==> config.mk <==
export PLATFORM = sky130hd
export DESIGN_NAME = dma_cfg_ctl
export DESIGN_NICKNAME = d
export VERILOG_FILES = /design/src/rtl/dma_cfg_pkg.sv /design/src/rtl/dma_cfg_regs.sv /design/src/rtl/dma_cfg_freeze.sv /design/src/rtl/dma_cfg_clkgate.sv /design/src/rtl/dma_cfg_ctl.sv
export SDC_FILE = /design/constraint.sdc
export NUM_CORES = 1
export LEC_CHECK = 0
export BUFFER_PORTS_ARGS = -buffer_cell sky130_fd_sc_hd__buf_2
export CAP_MARGIN = 20
export CORE_ASPECT_RATIO = 1.5
export CORE_MARGIN = 1.5
export CORE_UTILIZATION = 45
export DETAILED_ROUTE_END_ITERATION = 10
export GPL_TIMING_DRIVEN = 0
export PLACE_DENSITY = 0.72
export SLEW_MARGIN = 20
export SYNTH_ARGS = -nofsm -noshare
export SYNTH_HDL_FRONTEND = slang
export SYNTH_SLANG_ARGS = --single-unit
==> constraint.sdc <==
create_clock -name clk -period 1.18 [get_ports clk]
set_input_delay 0.059 -clock clk [delete_from_list [all_inputs] [get_ports clk]]
set_output_delay 0.059 -clock clk [all_outputs]
set_load 0.01 [all_outputs]
==> src/rtl/dma_cfg_pkg.sv <==
// Package: shared widths, field positions and address map of the DMA
// configuration block. Assumes a 16-bit word and byte addresses.
package dma_cfg_pkg;
    localparam int ADDR_W    = 12;
    localparam int DATA_W    = 16;
    localparam int NUM_CH    = 2;
    localparam int CFG_BASE  = 12'h780;
    localparam int CH_STRIDE = 12'h020;
    localparam int WIN_SIZE  = NUM_CH * CH_STRIDE;

    // bit positions of the configuration word
    localparam int B_STOP  = 15;
    localparam int B_FRZH  = 14;
    localparam int B_FRZL  = 13;
    localparam int B_SE    = 12;
    localparam int B_SUPV  = 7;

    localparam logic [1:0] FRZ_BOUNDARY = 2'b10;

    typedef struct packed {
        logic       se;
        logic [2:0] ism;
        logic       supv;
        logic [2:0] maid;
        logic [3:0] iarb;
    } chan_cfg_t;

    localparam chan_cfg_t CHAN_RST = '{se: 1'b0, ism: 3'd0, supv: 1'b1,
                                       maid: 3'd0, iarb: 4'd0};
endpackage

==> src/rtl/dma_cfg_regs.sv <==
// Module: configuration storage and access decode.
// Holds one shared stop/freeze copy and one field set per channel, decodes
// single-cycle accesses and returns a registered ack or bus error.
// Assumes acc_valid is a one-cycle strobe.
module dma_cfg_regs
    import dma_cfg_pkg::*;
(
    input  logic              clk,
    input  logic              rst_n,
    input  logic              acc_valid,
    input  logic              acc_write,
    input  logic              acc_super,
    input  logic [ADDR_W-1:0] acc_addr,
    input  logic [DATA_W-1:0] acc_wdata,
    output logic [DATA_W-1:0] acc_rdata,
    output logic              acc_ack,
    output logic              acc_berr,
    output logic              stop,
    output logic [1:0]        frz_mode
);
    logic [NUM_CH-1:0] ch_hit;
    logic [DATA_W-1:0] ch_word [NUM_CH];
    logic              any_hit;
    logic              in_win;
    logic              good_acc;
    logic [DATA_W-1:0] sel_word;

    // window decode for the whole DMA register range
    assign in_win = (acc_addr >= ADDR_W'(CFG_BASE)) &&
                    (acc_addr <  ADDR_W'(CFG_BASE + WIN_SIZE));
    assign any_hit  = |ch_hit;
    assign good_acc = acc_valid && any_hit && acc_super;

    genvar g;
    generate
        for (g = 0; g < NUM_CH; g++) begin : g_ch
            chan_cfg_t fld;

            assign ch_hit[g] = (acc_addr == ADDR_W'(CFG_BASE + g * CH_STRIDE));

            // per-channel field storage, written only by a good write
            always_ff @(posedge clk) begin
                if (!rst_n)
                    fld <= CHAN_RST;
                else if (good_acc && acc_write && ch_hit[g])
                    fld <= '{se: acc_wdata[B_SE], ism: acc_wdata[10:8],
                             supv: acc_wdata[B_SUPV], maid: acc_wdata[6:4],
                             iarb: acc_wdata[3:0]};
            end

            // read word assembly with shared bits and a zero at bit 11
            assign ch_word[g] = {stop, frz_mode, fld.se, 1'b0, fld.ism,
                                 fld.supv, fld.maid, fld.iarb};
        end
    endgenerate

    // shared stop and freeze-mode copy
    always_ff @(posedge clk) begin
        if (!rst_n) begin
            stop     <= 1'b0;
            frz_mode <= 2'b00;
        end else if (good_acc && acc_write) begin
            stop     <= acc_wdata[B_STOP];
            frz_mode <= {acc_wdata[B_FRZH], acc_wdata[B_FRZL]};
        end
    end

    // read multiplexer across the channel words
    always_comb begin
        sel_word = '0;
        for (int i = 0; i < NUM_CH; i++)
            if (ch_hit[i]) sel_word = ch_word[i];
    end

    // registered bus response
    always_ff @(posedge clk) begin
        if (!rst_n) begin
            acc_ack   <= 1'b0;
            acc_berr  <= 1'b0;
            acc_rdata <= '0;
        end else begin
            acc_ack   <= good_acc;
            acc_berr  <= acc_valid && ((any_hit && !acc_super) ||
                                       (!any_hit && in_win && stop));
            acc_rdata <= (good_acc && !acc_write) ? sel_word : '0;
        end
    end

    a_r4_user_berr: assert property (@(posedge clk) disable iff (!rst_n)
        acc_valid && any_hit && !acc_super |=> acc_berr && !acc_ack);
    a_r4_user_no_write: assert property (@(posedge clk) disable iff (!rst_n)
        acc_valid && !acc_super |=> $stable(stop) && $stable(frz_mode));
    a_r2_resp_exclusive: assert property (@(posedge clk) disable iff (!rst_n)
        !(acc_ack && acc_berr));
    a_r6_stopped_other: assert property (@(posedge clk) disable iff (!rst_n)
        acc_valid && in_win && !any_hit && stop |=> acc_berr);
endmodule

==> src/rtl/dma_cfg_freeze.sv <==
// Module: debug-freeze gate for the bus request.
// In boundary mode a freeze withholds the request only when no DMA bus cycle
// is in progress, and holds it until freeze drops. Assumes core_busy is high
// for the whole of each DMA bus cycle.
module dma_cfg_freeze
    import dma_cfg_pkg::*;
(
    input  logic       clk,
    input  logic       rst_n,
    input  logic [1:0] frz_mode,
    input  logic       freeze_in,
    input  logic       core_busy,
    input  logic       core_req,
    output logic       bus_req
);
    logic held;
    logic boundary_mode;

    assign boundary_mode = (frz_mode == FRZ_BOUNDARY);

    // hold state: set at an idle boundary, kept while freeze stays high
    always_ff @(posedge clk) begin
        if (!rst_n)
            held <= 1'b0;
        else
            held <= boundary_mode && freeze_in && (held || !core_busy);
    end

    assign bus_req = core_req && !held;

    a_r9_hold_kept: assert property (@(posedge clk) disable iff (!rst_n)
        held && freeze_in && boundary_mode |=> held);
    a_r8_no_cut_mid_cycle: assert property (@(posedge clk) disable iff (!rst_n)
        !held && core_busy |=> !held);
    a_r10_other_modes: assert property (@(posedge clk) disable iff (!rst_n)
        !boundary_mode |=> !held);
endmodule

==> src/rtl/dma_cfg_clkgate.sv <==
// Module: core clock-enable register.
// Samples the inverted stop bit on the falling edge so the enable only moves
// while the clock is low. Assumes the enable is ANDed with the clock downstream.
module dma_cfg_clkgate (
    input  logic clk,
    input  logic rst_n,
    input  logic stop,
    output logic core_clk_en
);
    // low-phase update of the enable
    always_ff @(negedge clk) begin
        if (!rst_n)
            core_clk_en <= 1'b1;
        else
            core_clk_en <= !stop;
    end

    a_r5_stop_gates: assert property (@(posedge clk) disable iff (!rst_n)
        $rose(stop) |=> !core_clk_en);
    a_r5_clear_enables: assert property (@(posedge clk) disable iff (!rst_n)
        $fell(stop) |=> core_clk_en);
endmodule

==> src/rtl/dma_cfg_ctl.sv <==
// Module: top of the DMA configuration and freeze controller.
// Connects register storage, freeze gate and clock-enable register.
module dma_cfg_ctl
    import dma_cfg_pkg::*;
(
    input  logic              clk,
    input  logic              rst_n,
    input  logic              acc_valid,
    input  logic              acc_write,
    input  logic              acc_super,
    input  logic [ADDR_W-1:0] acc_addr,
    input  logic [DATA_W-1:0] acc_wdata,
    output logic [DATA_W-1:0] acc_rdata,
    output logic              acc_ack,
    output logic              acc_berr,
    input  logic              freeze_in,
    input  logic              core_busy,
    input  logic              core_req,
    output logic              bus_req,
    output logic              core_clk_en
);
    logic       stop;
    logic [1:0] frz_mode;

    dma_cfg_regs u_regs (
        .clk(clk), .rst_n(rst_n), .acc_valid(acc_valid),
        .acc_write(acc_write), .acc_super(acc_super), .acc_addr(acc_addr),
        .acc_wdata(acc_wdata), .acc_rdata(acc_rdata), .acc_ack(acc_ack),
        .acc_berr(acc_berr), .stop(stop), .frz_mode(frz_mode)
    );

    dma_cfg_freeze u_frz (
        .clk(clk), .rst_n(rst_n), .frz_mode(frz_mode), .freeze_in(freeze_in),
        .core_busy(core_busy), .core_req(core_req), .bus_req(bus_req)
    );

    dma_cfg_clkgate u_cg (
        .clk(clk), .rst_n(rst_n), .stop(stop), .core_clk_en(core_clk_en)
    );
endmodule

==> metrics.yaml <==
run_status:
  result_of_the_run: "finished with violations"
  failed_checks: "negative setup slack"
floorplan:
  fp-row-count: 28
  initial_core_util: 0.4744
  io_pins: 56
  die_h_um: 82.12
  area_inside_the_core_boundary_um2: 3959
  die_w_um: 55.75
  die-area_um2: 4578
sta:
  final.setup.tns_ns: -0.2291
  finalHoldViolations: 0
  tightest_slew_ns: 0.5134
  hold_ws_ns: 0.003392
  setup_violations: 1
  slew_viol_final: 0
  grt_setup_unrepaired: "true"
  finalClockSkew_ns: 0.05279
  setup_slack_ns: -0.2291
  relSlewSlack: 0.6577
detailed_routing:
  drc: 0
  postRouteWirelength_mm: 3.960
  antenna_left: 0
  via_count: 1481
  first_iter_violations: 31
  drt_pass1_iterations: 4
  detailed_route_wire_length_per_cell_um: 13.75
  post_drt_via_cell_ratio: 5.142
placed_design:
  cell_area_reported_after_detailed_placement_um2: 2195
  dp_worst_setup_slack_ns: -0.2657
  numPortBuffers: 50
  gp_routability_congestion: 0.7310
  post-dp-hpwl_mm: 2.886
power_and_ir_drop:
  cell_internal_pwr_mw: 2.268
  netSwitchingPower_mw: 0.6376
  p_clk_frac: 0.402
  netSwitchingFraction: 0.2194
  seqPwrFrac: 0.534
  power.ir.vdd_worst_uv: 1216
  power_density_nw_per_um2: 1263
  power.combinational.fraction: 0.064
  static-leakage-power_nw: 1.061
setup_path:
  r2r_setup_slack_ns: 0.08
  critical-path-max-stage-delay_ns: 0.28
  crit_required_ns: 1.12
  cp_cell_sequence: "buf_2"
  cp_data_arrival_time_ns: 1.35
  timing.critical_path.buf_inv: 1
  worstSetupStartpointType: "register"
  timing_worst_setup_path_type: "register to primary output"
  crit_fanout: 1
  end_kind: "primary output"
  path_delay_family: "flip-flops"
  worst_path_max_delay_cell: "sky130_fd_sc_hd__dfxtp_1"
clock_network:
  ctsLongestPathBuffers: 2
  cts_root_buf: "sky130_fd_sc_hd__clkbuf_8"
  clk_pin_slew_worst_paths_ns: 0.08
  tritoncts: "yes"
  cts-hold-fix-buffers: 0
  cts_inserted_buffers: 5
  post_cts_resized: 0
  tritoncts_sinks: 46
  htree_levels: 2
  post-cts-setup-buffer-count: 0
  insertion_delay_ns: 0.35
yosys:
  yosys_warnings: 0
  asyncSetResetFlopFracSynth: 0
  ys_top_cells_by_area: "sky130_fd_sc_hd__dfxtp_1 (49%), sky130_fd_sc_hd__mux2i_1 (21%), sky130_fd_sc_hd__nand2_1 (8.0%), sky130_fd_sc_hd__nor4_1 (5.0%), sky130_fd_sc_hd__nor2b_1 (1.7%)"
  synth-edff-count: 0
  syn_inst: 185
  postSynthNetCount: 221
  mappedNetlistArea_um2: 1878
  ys_dominant_reg_cell: "sky130_fd_sc_hd__dfxtp_1"
  syn_area_per_cell_um2: 10.15
  netlist.top_cell.by_area: "sky130_fd_sc_hd__dfxtp_1"
  ys_seq_area_frac: 0.4903
  ys_seq_elements: 46
  yosysTopAreaCellShare: 0.4903
  synth.lib_cells_used.distinct: 29
grt:
  grt_pass1_wl_mm: 6.354
  first_global_vias: 1419
  globalRoute.totalOverflow: 0
  track_usage: 0.1807
  antenna_found_initial: 0
  grt_max_degree: 14
finish:
  most_common_cell_after_layout_fill_and_taps_aside: "sky130_fd_sc_hd__buf_2"
  final_design_area_no_fill_um2: 2301
  final_layout_size_suffix_gt1_frac: 0.2881
  fin_nets: 278
  mostFrequentLayoutCells: "sky130_fd_sc_hd__buf_2 (53), sky130_fd_sc_hd__dfxtp_1 (46), sky130_fd_sc_hd__nand2_1 (40)"
  area_delta_synth_final_pct: 22.52
  final_antenna_diode_count: 0
  layout.core_utilization: 0.5812
flow_run:
  timing.max_cap.violations: 0
hold_path:
  hold_path_class: "input pin to register"
[per-layer routing]
| layer | track usage | routed length (um) | up-vias |
|---|---|---|---|
| met5 | 0 | 0 | - |
| met4 | 0.07073 | 60 | 0 |
| met3 | 0.04361 | 172 | 6 |
| met2 | 0.3452 | 2091 | 31 |
| met1 | 0.1906 | 1635 | 691 |
| li1 | - | - | 753 |
[cell families (layout without fill, tap and decap cells)]
logic type,after synthesis,after routing,synth area share
AOI/OAI and AO/OA,2,2,0.007327
and+or+nand+nor,77,77,0.2318
buffers and inverters,20,78,0.06062
other,1,1,0.001997
muxes,39,39,0.2079
DFF,46,46,0.4903
[state kept, by name, indices dropped and copies added (netlist names)]
signal and count:
u_regs.frz_mode 2, u_regs.ch_word 24, u_frz.held 1, u_regs.stop 1, u_cg.core_clk_en 1, u_regs.acc_berr 1, u_regs.acc_rdata 15, u_regs.acc_ack 1
[metrics by stage]
stage               power [mW]  instances
floorplan                1.695        185
global placement         1.784        280
detailed placement       1.785        280
CTS                      2.917        288
global route             3.009        288
finish                   2.906        288
[power by group through the flow]
stage / sequential, mW / combinational [mW] / clock (mW)
6_report: 1.55 / 0.186 / 1.17
3_5_place_dp: 1.59 / 0.187 / 0.0106
5_1_grt: 1.55 / 0.204 / 1.25
4_1_cts: 1.55 / 0.187 / 1.18
2_1_floorplan: 1.59 / 0.0969 / 0.0106
3_3_place_gp: 1.59 / 0.186 / 0.0106
[Yosys cell counts (2+ instances only)]
cell and count:
sky130_fd_sc_hd__and4b_1 2, sky130_fd_sc_hd__nand4_2 2, sky130_fd_sc_hd__buf_2 3, sky130_fd_sc_hd__inv_1 4, sky130_fd_sc_hd__mux2i_1 39, sky130_fd_sc_hd__nor2b_1 5, sky130_fd_sc_hd__nor4_1 15, sky130_fd_sc_hd__and4_1 2
sky130_fd_sc_hd__nand2_1 40, sky130_fd_sc_hd__buf_6 2, sky130_fd_sc_hd__dfxtp_1 46, sky130_fd_sc_hd__clkbuf_1 8
[path summary, 6_finish.rpt]
check,cells after the start,to,startpoint
min reg2reg,2,u_regs.acc_rdata[14],u_regs.frz_mode[1]
max,1,core_clk_en,u_cg.core_clk_en
min,3,u_regs.stop,acc_wdata[15]
max reg2reg,1,u_cg.core_clk_en,u_regs.stop
[layout make-up]
cell class / count / area (um2)
Fill cell: 387 / 1658
Sequential cell: 46 / 920.9
Multi-Input combinational cell: 119 / 843.3
Timing Repair Buffer: 50 / 250.2
Buffer: 15 / 105.1
Clock buffer: 7 / 76.32
Tap cell: 45 / 56.30
Clock inverter: 2 / 33.78
Inverter: 4 / 15.01
(Power assumes the default switching activity.)
